File: src/rtl/busown_pkg.sv
package busown_pkg;
   typedef enum logic [1:0] {
      ST_IDLE = 2'd0,
      ST_PEND = 2'd1,
      ST_OWN  = 2'd2,
      ST_REL  = 2'd3
   } own_state_e;

   localparam int unsigned REL_FULL = 0;
   localparam int unsigned REL_HALF = 1;
endpackage

File: src/rtl/busown_fsm.sv
module busown_fsm
   import busown_pkg::*;
(
   input  logic       clk,
   input  logic       rst_n,
   input  logic       grant_i,
   input  logic       busy_n_i,
   input  logic       lock_i,
   input  logic       xfer_i,
   output own_state_e state_o
);
   own_state_e state_q, state_d;
   logic       hold_w;

   assign hold_w = grant_i | lock_i | xfer_i;

   always_comb begin
      state_d = state_q;
      unique case (state_q)
         ST_IDLE: if (grant_i) state_d = ST_PEND;
         ST_PEND: begin
            if (!grant_i)      state_d = ST_IDLE;
            else if (busy_n_i) state_d = ST_OWN;
         end
         ST_OWN:  if (!hold_w) state_d = ST_REL;
         ST_REL:  state_d = ST_IDLE;
         default: state_d = ST_IDLE;
      endcase
   end

   always_ff @(posedge clk or negedge rst_n) begin
      if (!rst_n) state_q <= ST_IDLE;
      else        state_q <= state_d;
   end

   assign state_o = state_q;
endmodule

File: src/rtl/busown_odrv.sv
module busown_odrv
   import busown_pkg::*;
#(
   parameter int unsigned RELEASE_MODE = REL_HALF
)(
   input  logic       clk,
   input  logic       rst_n,
   input  own_state_e state_i,
   output logic       ack_drv_o,
   output logic       ack_oe_o
);
   logic own_w, rel_w;

   assign own_w     = (state_i == ST_OWN);
   assign rel_w     = (state_i == ST_REL);
   assign ack_drv_o = !own_w;

   generate
      if (RELEASE_MODE == REL_HALF) begin : g_half
         logic cut_q;
         always_ff @(negedge clk or negedge rst_n) begin
            if (!rst_n) cut_q <= 1'b0;
            else        cut_q <= rel_w;
         end
         assign ack_oe_o = own_w | (rel_w & !cut_q);
      end else begin : g_full
         assign ack_oe_o = own_w | rel_w;
      end
   endgenerate
endmodule

File: src/rtl/busown_ctrl.sv
module busown_ctrl
   import busown_pkg::*;
#(
   parameter int unsigned RELEASE_MODE = REL_HALF
)(
   input  logic clk,
   input  logic rst_n,
   input  logic req_i,
   input  logic lock_i,
   input  logic xfer_i,
   input  logic grant_i,
   input  logic busy_n_i,
   output logic breq_o,
   output logic ack_drv_o,
   output logic ack_oe_o,
   output logic owner_o
);
   generate
      if (RELEASE_MODE != REL_HALF && RELEASE_MODE != REL_FULL) begin : g_bad_mode
         $error("busown_ctrl: RELEASE_MODE must be 0 or 1");
      end
   endgenerate

   own_state_e state_w;

   busown_fsm u_fsm (
      .clk      (clk),
      .rst_n    (rst_n),
      .grant_i  (grant_i),
      .busy_n_i (busy_n_i),
      .lock_i   (lock_i),
      .xfer_i   (xfer_i),
      .state_o  (state_w)
   );

   busown_odrv #(.RELEASE_MODE(RELEASE_MODE)) u_odrv (
      .clk       (clk),
      .rst_n     (rst_n),
      .state_i   (state_w),
      .ack_drv_o (ack_drv_o),
      .ack_oe_o  (ack_oe_o)
   );

   assign owner_o = (state_w == ST_OWN);
   assign breq_o  = (req_i | lock_i) & !owner_o;
endmodule

File: config.mk
export PLATFORM = sky130hd
export DESIGN_NAME = busown_ctrl
export DESIGN_NICKNAME = d
export VERILOG_FILES = /design/src/rtl/busown_pkg.sv /design/src/rtl/busown_fsm.sv /design/src/rtl/busown_odrv.sv /design/src/rtl/busown_ctrl.sv
export SDC_FILE = /design/constraint.sdc
export NUM_CORES = 1
export LEC_CHECK = 0
export CELL_PAD_IN_SITES_DETAIL_PLACEMENT = 1
export CELL_PAD_IN_SITES_GLOBAL_PLACEMENT = 2
export CORE_AREA = 3 3 40 42
export CTS_BUF_LIST = sky130_fd_sc_hd__clkbuf_8
export DETAILED_ROUTE_END_ITERATION = 6
export DIE_AREA = 0 0 43 45
export GPL_TIMING_DRIVEN = 0
export PLACE_DENSITY = 0.59
export SLEW_MARGIN = 30
export SYNTH_ARGS = -nofsm -noshare
export SYNTH_HDL_FRONTEND = slang
export SYNTH_SLANG_ARGS = --single-unit
File: constraint.sdc
create_clock -name clk -period 1.3 [get_ports clk]
set_input_delay 0.13 -clock clk [delete_from_list [all_inputs] [get_ports clk]]
set_output_delay 0.13 -clock clk [all_outputs]
set_load 0.005 [all_outputs]
Yosys cells after proc, flatten, opt, wreduce, memory -nomap -nowiden
Cells that the tools add are included.

word-level totals
  output and inout port bits = 4
  bits of input ports = 7
  flip-flop bits (word level) = 3
  word-level logic and storage cells = 23

cells by class
  multiplexer cells = 5
  eq/ne operators = 6
  reduce and logical (&&, ||, !) cells = 4
  bitwise logic cells = 6

operators with widths
  operator                                                               number
  2-bit two-way mux                                                      4
  2-bit case mux with 4 select lines                                     1
  2-bit equality test, second input constant                             2
  2-bit inequality test, second input constant                           2
  1-bit OR                                                               4
  3-bit inequality test, second input constant                           1
  3-bit AND reduction                                                    1
  1-bit bitwise AND                                                      2
  2-bit by 1-bit equality test with 1-bit output, second input constant  1
  1-bit zero test                                                        2
  2-bit zero test                                                        1

Logic depth before layout (Yosys ltp)
  word-level depth = 4
  mapped depth = 3
  depth with buffers taken out = 3

By module
A second synthesis with hierarchy kept.

second synthesis, totals
  cells, all modules = 16
  area total of the unflattened synthesis = 168.9 sq um

by module, submodules not included
  module       area each (sq um)  instances  cells an instance
  busown_fsm   96.3               1          9
  busown_odrv  48.8               1          4
  busown_ctrl  23.8               1          3

==> impl_results.md <==
- Clock Tree Buf Depth: 2
- ANT nets after route: 0
- WP data arrival: 1.45 ns
- Sequential area share after synthesis: 48.78%
- Max Cap Viol: 0
- Power Density: 1766 nW/µm²
- Synth async-reset ratio: 100.0%
- Worst path top cell family by delay: flip-flops
- Routed WL: 542 µm
- Most frequent cells in the layout: 6 x clkdlybuf4s50_1, 3 x clkbuf_8, 2 x nor2_1, 2 x buf_6, 2 x buf_4
- Final worst setup slack: -0.2832 ns
- Die area: 1935 µm²
- Final Instance Area: 355.3 µm²
- CTS tree: built
- Worst vdd rail ir drop: 0.3779 mV
- Nets: 41
- Synth Flop Type: dfrtp_1
- Top cells by area, synth: dfrtp_1 33%, dfrtn_1 16%, or4b_1 6.5%
- CTS root buffer: clkbuf_8
- P_leak: 0.0001646 µW
- Critical Path Max Stage Delay: 0.32 ns
- Via count of the routed design: 188
- Netlist cell types: 13
- Clk sink count: 3
- Unrepaired setup endpoints after global routing: true
- CP max FO: 1
- CP Depth: 2
- Commonest non-fill, non-tap cell in the layout: clkdlybuf4s50_1
- Post-route DRC: 0
- Reg clk slew, reported paths: 0.03 ns
- Total negative slack: -0.4181 ns
- Area of the core: 1285 µm²
- Dpl hpwl: 354.3 µm
- Post-DP Area: 272.8 µm²
- Hold Path Class: input pin to asynchronous set/reset pin
- Initial DRT Pass Iterations: 1
- Die Y: 45 µm
- I/O pin total: 11
- FILL cells: 145
- First-pass GRT wire length: 972 µm
- Die width: 43 µm
- Initial Util: 11.98%
- Fin. Hold Viols: 0
- Buf+Inv Stages, Crit Path: 1
- WP data required: 1.17 ns
- Layout cells sized above 1: 39.39%
- Area share of the largest cell type after synthesis: 32.52%
- Post-synthesis cell count: 15
- Largest net degree at the start of global routing: 5
- Syn Std Cell Area: 153.9 µm²
- ANT cells: 0
- Setup violations, final: 2
- Slew margin rel.: 90.80%
- Clock Latency Late Sink: 0.24 ns
- Grt ovf: 0
- Wirelength per Cell: 11.29 µm
- Failing checks: setup timing
- YS warnings: 0
- Initial antenna violation count: 0
- Worst r2r path cells: 2
- Yosys reg bits: 3
- Gpl congestion: 0.5976
- Slowest-stage cell, CP: dfrtn_1
- Fin. max-slew vios: 0
- Kind of critical path: flip-flop to output port
- Worst-path cell chain: a21boi_1 -> buf_2
- Number of global-route vias before repair: 216
- Vias per cell: 3.917
- CTS buffer count: 3
- Clock Skew: 0.02625 ns
- Synth top cells by count: 2 x dfrtp_1, 2 x nor2_1
- CTS H-Tree Depth: 1
- Crit. End Element: output port
- Synthesized area per cell: 10.26 µm²
- Overall Global Routing Usage: 7.173%
- Status: finished, violations left
- Area growth syn-to-layout: 130.9%
- CP Launch Type: flip-flop
- Number of port buffers: 10
- EDFF count, synth: 0
- Leading area contributor after synthesis: dfrtp_1
- Std cell rows: 13
- Worst slew pin tran: 0.1373 ns
- Initial DRC count: 0
- Syn_nets: 22
-- area by class of cell --
class	instances	area, µm²	area share [%]
Clock buffer	3	41.29	11.62
Clock inverter	1	3.754	1.056
Inverter	1	3.754	1.056
Multi-Input combinational cell	11	85.08	23.94
Sequential cell	3	76.32	21.48
Tap cell	15	18.77	5.282
Timing Repair Buffer	14	126.4	35.56
-- repair_timing --
| action | in CTS | in global routing |
|---|---|---|
| setup buffers | 3 | 1 |
| endpoints found under the setup margin | 5 | 4 |
| hold buffers | 0 | 0 |
| pin swaps | 1 | 1 |
| resized for setup | 12 | 6 |
-- cells by family (layout without fill, tap and decap cells) --
family | count (synthesis) | after routing | share of synthesized area, %
AOI/OAI and AO/OA | 2 | 2 | 9.760
buffers and inverters | 1 | 19 | 2.437
DFF | 3 | 3 | 48.78
and+or+nand+nor | 9 | 9 | 39.03
-- report_power, final --
part	total, µW	internal (µW)	switching, µW
Clock	261	201	60.0
Combinational	219	144	74.8
Sequential	147	121	26.3
-- worst paths after layout --
path | startpoint | end | slack [ns]
max in group asynchronous | rst_n | u_odrv.g_half.cut_q$_DFF_NN0_ | 0.52
min in group clk | busy_n_i | flip-flop | 0.54
min | rst_n | asynchronous set/reset pin | 0.1
min reg2reg | u_fsm.state_o[0]$_DFFE_PN0P_ | flip-flop | 0.60
max | u_odrv.g_half.cut_q$_DFF_NN0_ | ack_oe_o | -0.28
max reg2reg | flip-flop | u_odrv.g_half.cut_q$_DFF_NN0_ | -0.13
-- per-layer routing --
metal  up-vias  global-route usage (%)  share of wire, %
met5         -                       0                 0
met4         0                   3.614                 0
met3         0                   5.976                12
met2        11                   9.880                46
met1        87                   7.748                41
li1         90                       -                 -
-- per-stage QoR --
step | worst slack (ns) | power [µW] | hold slack [ns] | utilization, % | std cells
after floorplan | -0.04175 | 194.9 | -0.1656 | - | 15
after global placement | -0.4544 | 291.1 | 0.3171 | 21.23 | 40
after detailed placement | -0.5039 | 296.4 | 0.3216 | 21.23 | 40
after CTS | -0.3023 | 609.8 | 0.09701 | 26.78 | 47
after global routing | -0.3253 | 682.8 | 0.1092 | 27.65 | 48
final | -0.2832 | 627.5 | 0.09920 | 27.65 | 48
Power figures use the tool's default switching activity.
